[src/rtl/cstx_pkg.sv]
package cstx_pkg;
  localparam int DT_W   = 6;
  localparam int FILL_W = 5;
  localparam int PHY_W  = 17;
  localparam int WAKE_W = 16;
  localparam int HALF_W = 16;

  localparam int A_CAP       = 'h000;
  localparam int A_CTRL      = 'h020;
  localparam int A_PHY       = 'h028;
  localparam int A_WAKE      = 'h02C;
  localparam int A_DT        = 'h080;
  localparam int A_FMT       = 'h084;
  localparam int A_FILL      = 'h100;
  localparam int SLOT_STRIDE = 8;
  localparam int FILL_STRIDE = 4;

  function automatic logic [31:0] cap_word(int lanes, int streams, bit phy);
    return {25'd0, 3'(streams), phy, 3'(lanes)};
  endfunction

  function automatic logic [31:0] dt_view(logic [DT_W-1:0] v);
    return {{(32-DT_W-2){1'b0}}, v, 2'b00};
  endfunction

  function automatic logic [31:0] ctrl_view(logic cfg, logic srst);
    return {29'd0, cfg, srst, 1'b0};
  endfunction
endpackage

[src/rtl/cstx_decode.sv]
module cstx_decode
  import cstx_pkg::*;
#(
  parameter int NS = 4,
  parameter int AW = 12
) (
  input  logic [AW-1:0] addr,
  output logic          hit_cap,
  output logic          hit_ctrl,
  output logic          hit_phy,
  output logic          hit_wake,
  output logic [NS-1:0] hit_dt,
  output logic [NS-1:0] hit_fmt,
  output logic [NS-1:0] hit_fill
);
  assign hit_cap  = (addr == AW'(A_CAP));
  assign hit_ctrl = (addr == AW'(A_CTRL));
  assign hit_phy  = (addr == AW'(A_PHY));
  assign hit_wake = (addr == AW'(A_WAKE));

  for (genvar g = 0; g < NS; g++) begin : g_slot
    assign hit_dt[g]   = (addr == AW'(A_DT + SLOT_STRIDE * g));
    assign hit_fmt[g]  = (addr == AW'(A_FMT + SLOT_STRIDE * g));
    assign hit_fill[g] = (addr == AW'(A_FILL + FILL_STRIDE * g));
  end
endmodule

[src/rtl/cstx_ctrl.sv]
module cstx_ctrl
  import cstx_pkg::*;
(
  input  logic              clk,
  input  logic              rst_n,
  input  logic              wr_ctrl,
  input  logic              wr_phy,
  input  logic              wr_wake,
  input  logic [PHY_W-1:0]  wdata,
  output logic              cfg_q,
  output logic              srst_q,
  output logic              run_q,
  output logic [PHY_W-1:0]  phy_q,
  output logic [WAKE_W-1:0] wake_q
);
  logic start_req, stop_req;
  assign start_req = wr_ctrl && (wdata[2:1] == 2'b00);
  assign stop_req  = wr_ctrl && wdata[2];

  always_ff @(posedge clk or negedge rst_n) begin
    if (!rst_n) begin
      cfg_q  <= 1'b0;
      srst_q <= 1'b0;
      run_q  <= 1'b0;
    end else begin
      srst_q <= wr_ctrl && wdata[1];
      if (wr_ctrl) cfg_q <= wdata[2];
      if (start_req) run_q <= 1'b1;
      else if (stop_req) run_q <= 1'b0;
    end
  end

  always_ff @(posedge clk or negedge rst_n) begin
    if (!rst_n) phy_q <= '0;
    else if (srst_q) phy_q <= '0;
    else if (wr_phy) phy_q <= wdata;
  end

  always_ff @(posedge clk or negedge rst_n) begin
    if (!rst_n) wake_q <= '0;
    else if (wr_wake) wake_q <= wdata[WAKE_W-1:0];
  end
endmodule

[src/rtl/cstx_stream_slot.sv]
module cstx_stream_slot
  import cstx_pkg::*;
(
  input  logic              clk,
  input  logic              rst_n,
  input  logic              clr,
  input  logic              wr_dt,
  input  logic              wr_fmt,
  input  logic              wr_fill,
  input  logic [31:0]       wdata,
  output logic [DT_W-1:0]   dt_q,
  output logic [HALF_W-1:0] bpl_q,
  output logic [HALF_W-1:0] lines_q,
  output logic [FILL_W-1:0] fill_q
);
  always_ff @(posedge clk or negedge rst_n) begin
    if (!rst_n) begin
      dt_q    <= '0;
      bpl_q   <= '0;
      lines_q <= '0;
      fill_q  <= '0;
    end else if (clr) begin
      dt_q    <= '0;
      bpl_q   <= '0;
      lines_q <= '0;
      fill_q  <= '0;
    end else begin
      if (wr_dt)   dt_q <= wdata[DT_W+1:2];
      if (wr_fmt) begin
        bpl_q   <= wdata[31:16];
        lines_q <= wdata[15:0];
      end
      if (wr_fill) fill_q <= wdata[FILL_W-1:0];
    end
  end
endmodule

[src/rtl/cstx_regbank.sv]
module cstx_regbank
  import cstx_pkg::*;
#(
  parameter int NUM_LANES   = 4,
  parameter int NUM_STREAMS = 4,
  parameter bit HAS_PHY     = 1'b1,
  parameter int AW          = 12
) (
  input  logic                          clk,
  input  logic                          rst_n,
  input  logic                          bus_wr_en,
  input  logic                          bus_rd_en,
  input  logic [AW-1:0]                 bus_addr,
  input  logic [31:0]                   bus_wdata,
  output logic [31:0]                   bus_rdata,
  output logic                          cfg_req_o,
  output logic                          srst_o,
  output logic                          run_o,
  output logic [PHY_W-1:0]              phy_cfg_o,
  output logic [WAKE_W-1:0]             wakeup_o,
  output logic [NUM_STREAMS*DT_W-1:0]   stream_dt_o,
  output logic [NUM_STREAMS*HALF_W-1:0] stream_bpl_o,
  output logic [NUM_STREAMS*HALF_W-1:0] stream_lines_o,
  output logic [NUM_STREAMS*FILL_W-1:0] stream_fill_o
);
  localparam int NS = NUM_STREAMS;
  localparam logic [31:0] CAP = cap_word(NUM_LANES, NUM_STREAMS, HAS_PHY);

  logic          hit_cap, hit_ctrl, hit_phy, hit_wake;
  logic [NS-1:0] hit_dt, hit_fmt, hit_fill;
  logic          cfg_q, srst_q, run_q;
  logic          stream_wr_ok;

  logic [DT_W-1:0]   dt_q    [NS];
  logic [HALF_W-1:0] bpl_q   [NS];
  logic [HALF_W-1:0] lines_q [NS];
  logic [FILL_W-1:0] fill_q  [NS];

  cstx_decode #(.NS(NS), .AW(AW)) u_dec (
    .addr    (bus_addr),
    .hit_cap (hit_cap),
    .hit_ctrl(hit_ctrl),
    .hit_phy (hit_phy),
    .hit_wake(hit_wake),
    .hit_dt  (hit_dt),
    .hit_fmt (hit_fmt),
    .hit_fill(hit_fill)
  );

  cstx_ctrl u_ctrl (
    .clk    (clk),
    .rst_n  (rst_n),
    .wr_ctrl(bus_wr_en && hit_ctrl),
    .wr_phy (bus_wr_en && hit_phy),
    .wr_wake(bus_wr_en && hit_wake),
    .wdata  (bus_wdata[PHY_W-1:0]),
    .cfg_q  (cfg_q),
    .srst_q (srst_q),
    .run_q  (run_q),
    .phy_q  (phy_cfg_o),
    .wake_q (wakeup_o)
  );

  // per-stream writes pass only in configuration mode
  assign stream_wr_ok = bus_wr_en && cfg_q;

  for (genvar g = 0; g < NS; g++) begin : g_stream
    cstx_stream_slot u_slot (
      .clk    (clk),
      .rst_n  (rst_n),
      .clr    (srst_q),
      .wr_dt  (stream_wr_ok && hit_dt[g]),
      .wr_fmt (stream_wr_ok && hit_fmt[g]),
      .wr_fill(stream_wr_ok && hit_fill[g]),
      .wdata  (bus_wdata),
      .dt_q   (dt_q[g]),
      .bpl_q  (bpl_q[g]),
      .lines_q(lines_q[g]),
      .fill_q (fill_q[g])
    );
    assign stream_dt_o[g*DT_W +: DT_W]       = dt_q[g];
    assign stream_bpl_o[g*HALF_W +: HALF_W]   = bpl_q[g];
    assign stream_lines_o[g*HALF_W +: HALF_W] = lines_q[g];
    assign stream_fill_o[g*FILL_W +: FILL_W] = fill_q[g];
  end

  logic [31:0] rd_mux;
  always_comb begin
    rd_mux = '0;
    if (hit_cap)  rd_mux = CAP;
    if (hit_ctrl) rd_mux = ctrl_view(cfg_q, srst_q);
    if (hit_phy)  rd_mux = 32'(phy_cfg_o);
    if (hit_wake) rd_mux = 32'(wakeup_o);
    for (int i = 0; i < NS; i++) begin
      if (hit_dt[i])   rd_mux = dt_view(dt_q[i]);
      if (hit_fmt[i])  rd_mux = {bpl_q[i], lines_q[i]};
      if (hit_fill[i]) rd_mux = 32'(fill_q[i]);
    end
  end

  always_ff @(posedge clk or negedge rst_n) begin
    if (!rst_n) bus_rdata <= '0;
    else if (bus_rd_en) bus_rdata <= rd_mux;
  end

  assign cfg_req_o = cfg_q;
  assign srst_o    = srst_q;
  assign run_o     = run_q;
endmodule

[config.mk]
export PLATFORM = sky130hd
export DESIGN_NAME = cstx_regbank
export DESIGN_NICKNAME = d
export VERILOG_FILES = /design/src/rtl/cstx_pkg.sv /design/src/rtl/cstx_decode.sv /design/src/rtl/cstx_ctrl.sv /design/src/rtl/cstx_stream_slot.sv /design/src/rtl/cstx_regbank.sv
export SDC_FILE = /design/constraint.sdc
export NUM_CORES = 1
export LEC_CHECK = 0
export ABC_CLOCK_PERIOD_IN_PS = 3550
export CORE_MARGIN = 4
export CORE_UTILIZATION = 45
export CTS_CLUSTER_DIAMETER = 60
export CTS_CLUSTER_SIZE = 30
export DETAILED_ROUTE_END_ITERATION = 7
export GPL_TIMING_DRIVEN = 0
export HOLD_SLACK_MARGIN = 0.05
export MAX_ROUTING_LAYER = met4
export PLACE_DENSITY = 0.79
export SYNTH_ARGS = -nofsm -noshare
export SYNTH_HDL_FRONTEND = slang
export SYNTH_HIERARCHICAL = 1
export SYNTH_SLANG_ARGS = --single-unit
export TNS_END_PERCENT = 50
[constraint.sdc]
create_clock -name clk -period 3.55 [get_ports clk]
set_input_delay 0.5325 -clock clk [delete_from_list [all_inputs] [get_ports clk]]
set_output_delay 0.5325 -clock clk [all_outputs]
set_load 0.02 [all_outputs]
==> flow_summary.json <==
{
  "yosys.area_share.adder": 0,
  "htree_levels": 1,
  "cts_num_sinks": 240,
  "p_sw_frac": 0.2598,
  "postCtsSetupBuffers": 0,
  "cp.required_ns": 3.94,
  "portBuffers": 286,
  "r2r-end": "g_stream[0].u_slot/bpl_q[10]",
  "worstSkewPairLatency_ns": 0.53,
  "core_area_sq_um": 25330,
  "viasPerCell": 5.869,
  "vias": 10030,
  "setup_viol": 0,
  "hold_depth": 3,
  "fin_skew_ns": 0.03136,
  "drt_iter0_markers": 1064,
  "rr_worst_depth": 6,
  "routedWlPerCell_microns": 23.72,
  "ant_nets": 0,
  "fillerInstances": 2081,
  "start_util": 0.4608,
  "dieArea_sq_um": 28570,
  "slew_violations": 0,
  "drt_drc_violations_left": 0,
  "clock_path_buffers": 3,
  "slew_headroom": 0.1961,
  "r2r_slack_ns": 1.48,
  "status": "finished, final reports clean",
  "min_period_ns": 3.460,
  "seq_power_share": 0.506,
  "p_clk_frac": 0.449,
  "drt_pass1_iterations": 6,
  "fmax_mhz": 289.0,
  "crit_chain": "clkdlybuf4s50_1 > or4bb_1 > nor3_1 > clkbuf_1 > clkbuf_1 > and3_1 > buf_6 > buf_12 > mux2i_1 > nor2_1",
  "hp-start": "bus_rd_en",
  "antenna_found_initial": 0,
  "p_int_mw": 4.010,
  "min_path_type": "primary input to register",
  "synth-simple-area-share": 0.1273,
  "cts_tree": "done",
  "final_common_cell": "clkdlybuf4s50_1",
  "totalPowerFinal_mw": 5.418,
  "tightest_slew_ns": 1.197,
  "place_area_sq_um": 15010,
  "dp_hpwl_microns": 29470,
  "crit_type": "primary input to register",
  "async_flop_share": 1.000,
  "clk_pin_slew_worst_paths_ns": 0.09,
  "hold_viol_final": 0,
  "critPathCaptureType": "register",
  "p_leak_nw": 6.725,
  "min_period_over_period": 0.9747,
  "syn_area_sq_um": 11670,
  "cts_root_buf": "clkbuf_16",
  "ys_seq_area_frac": 0.5146,
  "ys_seq_elements": 240,
  "p_per_area_nw_per_um2": 342.8,
  "cpMostUsedCell": "clkbuf_1",
  "fp.dieH_microns": 169.0,
  "grt_pass1_vias": 10280,
  "grt_max_degree": 119,
  "crit_path_top_delay_cell": "or4bb_1",
  "synth_xor_area_frac": 0,
  "mostFrequentLayoutCells": "clkdlybuf4s50_1, dfrtp_1, nor2_1",
  "cp-start-kind": "primary input",
  "synth_compound_area_frac": 0.1117,
  "cp_slowest_stage_delay_ns": 0.63,
  "arrival_ns": 3.85,
  "die_w_microns": 169.0,
  "ir_drop_mv": 0.2730,
  "synth_flop_cell": "dfrtp_1",
  "synth_nets": 1101,
  "power_frac_comb": 0.045,
  "worst_hold_path.endpoint": "bus_rdata[3]",
  "grt_pass1_wl_microns": 62030,
  "yosys_warnings": 6,
  "switching_power_mw": 1.408,
  "finalWirelength_microns": 40510,
  "r2r-start": "u_ctrl/cfg_q",
  "cts_made_buffers": 21,
  "finalNetCount": 1413,
  "grtUsageTotal": 0.2849,
  "layout-drive-gt1-share": 0.1009,
  "gp_congestion": 0.9307,
  "synthMuxAreaShare": 0.1827,
  "ios": 288,
  "syn_to_final_growth_pct": 35.44,
  "worst-path-max-fanout": 10,
  "synth_cell_types": 62,
  "final_cell_area_sq_um": 15810,
  "grt_overflow": 0,
  "synth.avg_cell_area_sq_um": 11.08,
  "rows": 58,
  "diodes": 0,
  "synth_edf_count": 0,
  "maxCapViolCount": 0,
  "syn_inst": 1053,
  "synth_top_family_by_area": "multiplexers"
}
-- area by class of cell --
| type | instances | area, sq um | area share |
|---|---|---|---|
| inverters | 16 | 60.06 | 0.003800 |
| well taps | 330 | 412.9 | 0.02612 |
| repair buffers | 289 | 2933 | 0.1856 |
| plain buffers | 82 | 691.9 | 0.04378 |
| multi-input cells | 715 | 4982 | 0.3152 |
| clock buffers | 22 | 529.3 | 0.03349 |
| clock inverters | 14 | 190.2 | 0.01203 |
| flip-flops and latches | 240 | 6006 | 0.3800 |
-- stage by stage --
| stage | cells | TNS (ns) | utilization | hold WS [ns] | worst slack [ns] |
|---|---|---|---|---|---|
| 2_1_floorplan | 1053 | 0 | - | 0.2369 | 0.4707 |
| 3_3_place_gp | 1669 | -2088.86 | 0.5901 | 0.4784 | -8.304 |
| 3_5_place_dp | 1671 | -110.15 | 0.5925 | 0.4606 | -1.299 |
| 4_1_cts | 1708 | 0 | 0.6231 | 0.3636 | 0.02277 |
| 5_1_grt | 1708 | -0.08884 | 0.6240 | 0.3826 | -0.03293 |
| 6_report | 1708 | 0 | 0.6240 | 0.3703 | 0.08996 |
-- critical path: cells and delay by family --
kind	cells	cell delay, ns
buf+inv	5	1.82
simple gates	4	1.29
mux	1	0.20
-- timing repair --
action | CTS | global route
hold endpoints to repair | 47 | 0
hold buffers | 1 | 0
gates resized for setup | 12 | 7
endpoints found under the setup margin | 92 | 23
pin swaps | 0 | 0
-- sequential cells by signal, indices dropped and copies added (netlist names) --
name,count
bus_rdata,32
u_ctrl/cfg_q,1
g_stream.u_slot/bpl_q,64
u_ctrl/phy_q,17
g_stream.u_slot/dt_q,24
u_ctrl/run_q,1
u_ctrl/srst_q,1
g_stream.u_slot/fill_q,20
u_ctrl/wake_q,16
g_stream.u_slot/lines_q,64
-- cell usage after synthesis, types with 3 or more instances --
| library cell | instances | share of area |
|---|---|---|
| a221o_1 | 3 | 0.0026 |
| buf_6 | 10 | 0.0096 |
| nor3_1 | 17 | 0.0073 |
| or4b_1 | 5 | 0.0043 |
| a222oi_1 | 31 | 0.027 |
| a22oi_1 | 20 | 0.013 |
| a211oi_1 | 5 | 0.0032 |
| or4_1 | 3 | 0.0019 |
| inv_1 | 15 | 0.0048 |
| o21a_1 | 3 | 0.0019 |
| or2_2 | 3 | 0.0016 |
| or2_0 | 8 | 0.0043 |
| clkbuf_8 | 5 | 0.0059 |
| o21ai_1 | 10 | 0.0043 |
| and2_1 | 5 | 0.0027 |
| a221oi_1 | 9 | 0.0068 |
| mux2_4 | 10 | 0.013 |
| nor2b_1 | 8 | 0.0043 |
| nand2_1 | 39 | 0.013 |
| a2111oi_0 | 4 | 0.0030 |
| clkbuf_1 | 29 | 0.0093 |
| buf_12 | 13 | 0.022 |
| o22ai_1 | 12 | 0.0064 |
| buf_2 | 22 | 0.0094 |
| o31ai_1 | 3 | 0.0019 |
| dfrtp_1 | 240 | 0.51 |
| nor2_1 | 207 | 0.067 |
| and3_1 | 12 | 0.0064 |
| mux2i_1 | 189 | 0.16 |
| mux2_2 | 8 | 0.0077 |
| a21oi_1 | 37 | 0.016 |
| a31oi_1 | 9 | 0.0048 |
| o21ai_0 | 19 | 0.0081 |
-- worst max path at each step --
stage	start	endpoint	slack, ns	cells after the start
floorplan	bus_addr[9]	g_stream[2].u_slot/bpl_q[0]	0.47	10
global placement	rst_n	u_ctrl/phy_q[12]	-8.30	1
detailed placement	bus_addr[9]	bus_rdata[26]	-1.30	9
CTS	bus_addr[9]	bus_rdata[26]	0.02	11
global route	bus_addr[7]	g_stream[3].u_slot/bpl_q[9]	-0.03	10
finish	bus_addr[7]	g_stream[3].u_slot/lines_q[10]	0.09	10
-- power groups by stage --
stage	combinational, mW	clock [mW]	sequential, mW
3_5_place_dp	0.242	0	2.79
6_report	0.244	2.43	2.74
2_1_floorplan	0.0463	0	2.80
3_3_place_gp	0.230	0	2.80
4_1_cts	0.244	2.46	2.74
5_1_grt	0.265	2.57	2.74
-- logic make-up (layout without fill, tap and decap cells) --
group / Yosys count / count (layout)
flip-flops: 240 / 240
buffers and inverters: 98 / 423
multiplexers: 207 / 207
AND/OR/NAND/NOR: 327 / 327
AO/OA/AOI/OAI: 181 / 181
-- layer usage --
layer | up-vias | routed length (microns) | part of all wire | GRT usage
met3 | 90 | 3323 | 0.082 | 0.05161
met5 | - | 0 | 0 | -
met2 | 533 | 18750 | 0.46 | 0.4324
met4 | 0 | 1385 | 0.034 | 0.08855
met1 | 4995 | 17050 | 0.42 | 0.3934
li1 | 4407 | - | - | -
No activity file was read; power rests on OpenSTA's default activity.
